==> config.mk <==
export PLATFORM = sky130hd
export DESIGN_NAME = periph_clkrst
export DESIGN_NICKNAME = d
export VERILOG_FILES = /design/src/rtl/pcg_pkg.sv /design/src/rtl/pcg_ctrl.sv /design/src/rtl/pcg_dp.sv /design/src/rtl/periph_clkrst.sv
export SDC_FILE = /design/constraint.sdc
export NUM_CORES = 1
export LEC_CHECK = 0
export ABC_AREA = 1
export BUFFER_PORTS_ARGS = -buffer_cell sky130_fd_sc_hd__buf_2
export CORE_ASPECT_RATIO = 0.8
export CORE_MARGIN = 3
export CORE_UTILIZATION = 49
export DETAILED_ROUTE_END_ITERATION = 12
export HOLD_SLACK_MARGIN = 0.06
export PLACE_DENSITY_LB_ADDON = 0.25
export SLEW_MARGIN = 30
export SYNTH_ARGS = -nofsm -noshare
export SYNTH_HDL_FRONTEND = slang
export SYNTH_HIERARCHICAL = 1
export SYNTH_SLANG_ARGS = --single-unit
==> constraint.sdc <==
create_clock -name clk -period 1.05 [get_ports clk]
set_input_delay 0.105 -clock clk [delete_from_list [all_inputs] [get_ports clk]]
set_output_delay 0.105 -clock clk [all_outputs]
set_load 0.01 [all_outputs]
==> src/rtl/pcg_pkg.sv <==
package pcg_pkg;

  localparam int unsigned REG_W   = 16;
  localparam int unsigned ADDR_W  = 3;
  localparam logic [REG_W-1:0] NO_GATE_CODE = 16'hFFFF;

  typedef enum logic [ADDR_W-1:0] {
    ADDR_EN_SET  = 3'd0,
    ADDR_EN_CLR  = 3'd1,
    ADDR_RST     = 3'd2,
    ADDR_RST_ON  = 3'd3,
    ADDR_RST_OFF = 3'd4,
    ADDR_STATUS  = 3'd5
  } regAddr_e;

  // Strobes from the command decoder to the state registers.
  typedef struct packed {
    logic [REG_W-1:0] enSet;
    logic [REG_W-1:0] enClr;
    logic             rstLoad;
    logic             rstOn;
    logic             rstOff;
    logic [REG_W-1:0] data;
  } ctrlStrobe_t;

endpackage

==> src/rtl/pcg_ctrl.sv <==
module pcg_ctrl
  import pcg_pkg::*;
#(
  parameter int unsigned      NUM_BLOCKS    = 12,
  parameter logic [REG_W-1:0] CODE_BASE     = 16'h5A00,
  parameter logic [REG_W-1:0] HW_OWNED_MASK = 16'h0009,
  parameter logic [REG_W-1:0] UNGATED_MASK  = 16'h00C0,
  parameter int unsigned      CONSOLE_IDX   = 4
) (
  input  logic              busWrEn,
  input  logic [ADDR_W-1:0] busAddr,
  input  logic [REG_W-1:0]  busWrData,
  output ctrlStrobe_t       strobe
);

  logic setWr;
  logic clrWr;
  logic codeLegal;
  logic [REG_W-1:0] codeHit;
  logic [REG_W-1:0] setVec;
  logic [REG_W-1:0] clrVec;

  assign setWr     = busWrEn && (busAddr == ADDR_EN_SET);
  assign clrWr     = busWrEn && (busAddr == ADDR_EN_CLR);
  assign codeLegal = (busWrData != NO_GATE_CODE);

  for (genvar i = 0; i < REG_W; i++) begin : g_dec
    if (i < NUM_BLOCKS) begin : g_live
      localparam logic [REG_W-1:0] MY_CODE  = REG_W'(CODE_BASE + i);
      localparam bit               GATEABLE = !HW_OWNED_MASK[i] && !UNGATED_MASK[i];
      localparam bit               GUARDED  = (i == CONSOLE_IDX);

      assign codeHit[i] = codeLegal && (busWrData == MY_CODE);

      if (GATEABLE) begin : g_sw
        assign setVec[i] = setWr && codeHit[i];
        if (GUARDED) begin : g_guard
          assign clrVec[i] = 1'b0;
        end else begin : g_free
          assign clrVec[i] = clrWr && codeHit[i];
        end
      end else begin : g_nosw
        assign setVec[i] = 1'b0;
        assign clrVec[i] = 1'b0;
      end
    end else begin : g_absent
      assign codeHit[i] = 1'b0;
      assign setVec[i]  = 1'b0;
      assign clrVec[i]  = 1'b0;
    end
  end

  always_comb begin
    strobe.enSet   = setVec;
    strobe.enClr   = clrVec;
    strobe.rstLoad = busWrEn && (busAddr == ADDR_RST);
    strobe.rstOn   = busWrEn && (busAddr == ADDR_RST_ON);
    strobe.rstOff  = busWrEn && (busAddr == ADDR_RST_OFF);
    strobe.data    = busWrData;
  end

endmodule

==> src/rtl/pcg_dp.sv <==
module pcg_dp
  import pcg_pkg::*;
#(
  parameter int unsigned      NUM_BLOCKS     = 12,
  parameter logic [REG_W-1:0] HW_OWNED_MASK  = 16'h0009,
  parameter logic [REG_W-1:0] UNGATED_MASK   = 16'h00C0,
  parameter logic [REG_W-1:0] HAS_RESET_MASK = 16'h0F7F,
  parameter logic [REG_W-1:0] HAS_STATUS_MASK = 16'h0B3F,
  parameter int unsigned      CONSOLE_IDX    = 4
) (
  input  logic                  clk,
  input  logic                  rstN,
  input  ctrlStrobe_t           strobe,
  input  logic [ADDR_W-1:0]     busAddr,
  input  logic [NUM_BLOCKS-1:0] hwClkReq,
  output logic [REG_W-1:0]      busRdData,
  output logic [NUM_BLOCKS-1:0] clkEn,
  output logic [NUM_BLOCKS-1:0] blkRst
);

  logic [REG_W-1:0] hwReq;
  logic [REG_W-1:0] validMask;
  logic [REG_W-1:0] rstMask;
  logic [REG_W-1:0] enReg;
  logic [REG_W-1:0] enNext;
  logic [REG_W-1:0] rstReg;
  logic [REG_W-1:0] rstCand;
  logic [REG_W-1:0] rstNext;
  logic [REG_W-1:0] clkVec;
  logic [REG_W-1:0] statusVec;

  for (genvar i = 0; i < REG_W; i++) begin : g_bit
    if (i < NUM_BLOCKS) begin : g_live
      assign hwReq[i]     = hwClkReq[i];
      assign validMask[i] = 1'b1;
      if (UNGATED_MASK[i]) begin : g_ungated
        assign clkVec[i] = 1'b1;
      end else if (HW_OWNED_MASK[i]) begin : g_hw
        assign clkVec[i] = hwReq[i];
      end else begin : g_sw
        assign clkVec[i] = enReg[i];
      end
      if (HAS_STATUS_MASK[i]) begin : g_stat
        assign statusVec[i] = clkVec[i];
      end else begin : g_nostat
        assign statusVec[i] = 1'b1;
      end
    end else begin : g_absent
      assign hwReq[i]     = 1'b0;
      assign validMask[i] = 1'b0;
      assign clkVec[i]    = 1'b0;
      assign statusVec[i] = 1'b0;
    end
  end

  assign rstMask = HAS_RESET_MASK & validMask;

  // Software enable state: read-modify-write in one edge.
  always_comb begin
    enNext = (enReg | strobe.enSet) & ~strobe.enClr;
  end

  always_ff @(posedge clk or negedge rstN) begin
    if (!rstN) begin
      enReg <= '0;
    end else begin
      enReg <= enNext;
    end
  end

  // Reset state with the console release made one-way.
  always_comb begin
    rstCand = rstReg;
    if (strobe.rstLoad) begin
      rstCand = strobe.data;
    end else if (strobe.rstOn) begin
      rstCand = rstReg | strobe.data;
    end else if (strobe.rstOff) begin
      rstCand = rstReg & ~strobe.data;
    end
    rstNext = rstCand & rstMask;
    rstNext[CONSOLE_IDX] = rstCand[CONSOLE_IDX] & rstReg[CONSOLE_IDX];
  end

  always_ff @(posedge clk or negedge rstN) begin
    if (!rstN) begin
      rstReg <= rstMask;
    end else begin
      rstReg <= rstNext;
    end
  end

  always_comb begin
    case (busAddr)
      ADDR_RST:    busRdData = rstReg;
      ADDR_STATUS: busRdData = statusVec;
      default:     busRdData = '0;
    endcase
  end

  assign clkEn  = clkVec[NUM_BLOCKS-1:0];
  assign blkRst = rstReg[NUM_BLOCKS-1:0];

endmodule

==> src/rtl/periph_clkrst.sv <==
module periph_clkrst
  import pcg_pkg::*;
#(
  parameter int unsigned  NUM_BLOCKS      = 12,
  parameter logic [15:0]  CODE_BASE       = 16'h5A00,
  parameter logic [15:0]  HW_OWNED_MASK   = 16'h0009,
  parameter logic [15:0]  UNGATED_MASK    = 16'h00C0,
  parameter logic [15:0]  HAS_RESET_MASK  = 16'h0F7F,
  parameter logic [15:0]  HAS_STATUS_MASK = 16'h0B3F,
  parameter int unsigned  CONSOLE_IDX     = 4
) (
  input  logic                  clk,
  input  logic                  rstN,
  input  logic                  busWrEn,
  input  logic [2:0]            busAddr,
  input  logic [15:0]           busWrData,
  output logic [15:0]           busRdData,
  input  logic [NUM_BLOCKS-1:0] hwClkReq,
  output logic [NUM_BLOCKS-1:0] clkEn,
  output logic [NUM_BLOCKS-1:0] blkRst
);

  ctrlStrobe_t strobe;

  pcg_ctrl #(
    .NUM_BLOCKS   (NUM_BLOCKS),
    .CODE_BASE    (CODE_BASE),
    .HW_OWNED_MASK(HW_OWNED_MASK),
    .UNGATED_MASK (UNGATED_MASK),
    .CONSOLE_IDX  (CONSOLE_IDX)
  ) u_ctrl (
    .busWrEn  (busWrEn),
    .busAddr  (busAddr),
    .busWrData(busWrData),
    .strobe   (strobe)
  );

  pcg_dp #(
    .NUM_BLOCKS     (NUM_BLOCKS),
    .HW_OWNED_MASK  (HW_OWNED_MASK),
    .UNGATED_MASK   (UNGATED_MASK),
    .HAS_RESET_MASK (HAS_RESET_MASK),
    .HAS_STATUS_MASK(HAS_STATUS_MASK),
    .CONSOLE_IDX    (CONSOLE_IDX)
  ) u_dp (
    .clk      (clk),
    .rstN     (rstN),
    .strobe   (strobe),
    .busAddr  (busAddr),
    .hwClkReq (hwClkReq),
    .busRdData(busRdData),
    .clkEn    (clkEn),
    .blkRst   (blkRst)
  );

endmodule

* Word-level counts from Yosys, hierarchy flattened
Index checks and enable logic that the tools add are counted.
** Word-level totals
- Word-level logic and storage cells :: 58
- Register bits :: 27
- Output and inout port bits :: 40
- Bits of input ports :: 34
** Operators by class
- Reductions and logical operators :: 30
- Bitwise operators :: 7
- Equal/unequal tests :: 14
- Multiplexer cells :: 4
** Operators by type and width (number)
- $eq A16 B15 Y1 const B :: 8
- $mux W12 :: 3
- $logic_and A1 B1 Y1 :: 28
- $pmux W12 S2 :: 1
- $and A16 B16 Y16 :: 1
- $ne A16 B16 Y1 const B :: 1
- $not A12 Y16 :: 1
- $or A16 B12 Y16 :: 1
- $and A12 B12 Y12 :: 1
- $not A12 Y12 :: 1
- $or A12 B12 Y12 :: 1
- $eq A3 B2 Y1 const B :: 2
- $eq A3 B3 Y1 const B :: 2
- $eq A3 B1 Y1 const B :: 1
- $logic_not A3 Y1 :: 1
- $reduce_bool A3 Y1 :: 1
- $and A1 B1 Y1 :: 1

* Longest topological paths before layout
- Word-level depth :: 6
- Mapped depth :: 9
- Mapped depth without buffers :: 8

* Cells and area by module
The synthesis kept the hierarchy.
** Modules (own cells, without submodules)
- pcg_dp :: sequential area each 489.2 µm², cells each 180, instances 1, area each 1222.4 µm²
- pcg_ctrl :: sequential area each 0.0 µm², cells each 108, instances 1, area each 560.5 µm²

* Worst setup path after synthesis
No wires, ideal clock.
- Path kind :: in2reg
- Start :: input busAddr[1]
- End :: register u_dp.rstReg[4]
- Arrival time :: 0.943 ns
- Stages :: 6
- Slack :: 0.029 ns
- Required time :: 0.972 ns
- Library setup time :: 0.078 ns
- Buffers on the path :: 1
- Cells stage by stage :: inv_1 > nor4_1 > inv_1 > buf_6 > o21ai_0 > nor2_1
** RTL lines
- start: declaration :: line periph_clkrst.sv:15 : input logic [2:0] busAddr,
- end signal: assignment :: line pcg_dp.sv:87 : rstReg <= rstMask;
- end signal: assignment :: line pcg_dp.sv:89 : rstReg <= rstNext;
- end: declaration :: line pcg_dp.sv:26 : logic [REG_W-1:0] rstReg;

* Worst setup path in the final report
- Start :: register u_dp.rstReg[6]
- End :: output busRdData[6]
** On the way
- Word-level cells in the longest chain between the ends :: 1
** Ends and longest elaborated chain
- $pmux W12 S2 :: line pcg_dp.sv:94 : case (busAddr)
- end: declaration :: line periph_clkrst.sv:17 : output logic [15:0] busRdData,
Every way passes these cells.

==> results by group <==
Final layout
  – Layout area overhead: 37.49%
  – Diode count: 0
  – Share of layout cells above drive strength 1: 37.31%
  – Nets: 370
  – Fill cells: 262
  – Layout Cells excl Fill: 375

Setup path
  – Worst setup EP type: primary output
  – Worst R2R Setup Slack: -60 ps
  – Critical path class: register to primary output
  – Worst path arrival time: 1150 ps
  – Critical path data required time: 940 ps
  – CP Max Fanout: 2
  – Startpoint type of the worst setup path: register
  – R2R depth: 7
  – R2R Path End: u_dp/rstReg[8]
  – FF-to-FF Start: u_dp/rstReg[8]

STA
  – # setup viols final: 26
  – Tmin final: 1259 ps
  – RSZ-0062 raised after global routing: yes
  – Setup TNS: -2773 ps
  – Period utilization: 119.9%
  – Final worst-path setup slack: -208.7 ps
  – Hold_ws: 141.2 ps
  – F_max: 794.5 MHz
  – Skew final: 0 ps
  – Count of final max-slew check failures: 0
  – Final count of hold timing violations: 0

Place
  – Placed cell count: 348
  – DP HPWL: 3116 um
  – Input/output buffers: 56
  – Routability cong.: 0.8909

Hold path
  – Hold Path Depth: 5
  – Hold crit path type: input pin to register
  – Min-delay src: busWrData[5]
  – Hold EP: u_dp/rstReg[5]

Global route
  – GRT Total Usage: 22.39%
  – Vias in the first global route: 1593
  – Initial antenna violation count: 0
  – First-pass GRT wire length: 7245 um
  – Congestion Overflow GR: 0
  – Pin count of the biggest net entering global routing: 21

Detailed routing
  – DRC Markers: 0
  – 1st-iter DRT viols: 133
  – Via density: 5.072
  – DR vias: 1902
  – Antenna-violating nets left: 0
  – Wire per inst: 13.19 um
  – DRT Pass-1 Iters: 5
  – Total wire length: 4946 um

Die
  – Top Ports: 74
  – Die Y: 57.51 um
  – Chip width: 70.39 um
  – DIE AREA: 0.004048 mm^2
  – Core Box Area: 0.003131 mm^2
  – Initial Util: 51.92%
  – # rows: 18

Clock network
  – Cts bufs inserted: 3
  – Max Root-Sink Buffers: 2
  – Clk sinks: 19
  – Skew-Pair Late Insertion Delay: 250 ps
  – Clock root buffer: clkbuf_8
  – CTS tree: yes
  – Clock transition at path regs: 70 ps
  – Htree depth: 1

Synth
  – Synth warn: 6
  – Gate Count Post-Synth: 267
  – Synthesized area: 0.001625 mm^2
  – Mean Syn Cell Area: 6.087 um^2

Power
  – Peak supply drop: 0.6330 mV
  – Power Density: 1249 mW/mm^2
  – Total power: 2.790 mW
  – Leakage: 1.294 nW

Outcome
  – Failing checks: negative setup slack
  – Outcome: finished, violations left

Job
  – Max-cap violations: 0
==> placed cells by master, fill, tap and decap left out <==
master / n
inv_1: 21
conb_1: 8
nand3_1: 12
nand2_1: 88
nor4_4: 1
clkbuf_1: 1
nor2_1: 50
o21ai_0: 1
buf_2: 45
buf_4: 14
nand4_1: 20
buf_6: 29
dfrtp_1: 8
nand2_2: 9
nor2_4: 3
clkbuf_8: 3
dlygate4sd3_1: 1
nand2_4: 1
dfstp_2: 11
inv_2: 5
nor2_2: 4
==> critical path, stage by stage, from the launching register on <==
cell,delay (ps)
dfstp_2,560
nand4_1,110
nand2_1,90
buf_2,130
==> stage by stage <==
| stage | utilization [%] | worst slack, ps | instance area [um^2] |
|---|---|---|---|
| after floorplan | - | 28.53 | 1644 |
| final | 71.38 | -208.7 | 2235 |
| after CTS | 68.27 | -185.4 | 2137 |
| after global routing | 71.38 | -250.6 | 2235 |
| after detailed placement | 58.55 | -352.0 | 1833 |
| after global placement | 58.55 | -283.7 | 1833 |
==> registers in the layout, summed over array words and instances (netlist names) <==
signal,flops
u_dp/enReg,8
u_dp/rstReg,11
==> worst max-delay path by stage <==
stage / start / end / slack [ps] / depth (start not counted)
after floorplan: busAddr[1] / u_dp/rstReg[4] / 30 / 6
after global placement: busAddr[1] / u_dp/rstReg[4] / -280 / 6
after detailed placement: busAddr[1] / u_dp/rstReg[9] / -350 / 8
after CTS: u_dp/rstReg[1] / busRdData[1] / -190 / 3
after global routing: u_dp/rstReg[6] / busRdData[6] / -250 / 3
final: u_dp/rstReg[6] / busRdData[6] / -210 / 3
==> what timing repair did <==
| action | CTS | global route |
|---|---|---|
| pin swaps | 4 | 13 |
| gates resized for setup | 23 | 23 |
| endpoints found under the setup margin | 31 | 33 |
| hold buffers | 1 | 0 |
| gates cloned | 0 | 1 |
| endpoints found under the hold margin | 8 | 0 |
| buffers inserted | 18 | 5 |
==> metal layers <==
layer	share of wire, %	routed length, um	up-vias	global-route usage, %
met5	0	0	-	0
met4	2.8	138	0	5.464
met3	7.6	376	13	3.345
met2	46	2258	100	36.13
met1	44	2173	861	31.69
li1	-	-	928	-
==> power breakdown <==
group	internal, mW	switching, mW
clock network	0.270	0.246
registers	0.900	0.0880
logic	0.701	0.584
total	1.87	0.919
==> area by class of cell <==
type	count	area, um^2	share of cell area, %
inverter	26	97.59	4.367
sequential	19	489.2	21.89
clock buffer	4	45.04	2.016
tap	40	50.05	2.240
multi-input combinational	197	885.9	39.64
timing repair buffer	89	666.9	29.84
Power figures use the tool's default switching activity.
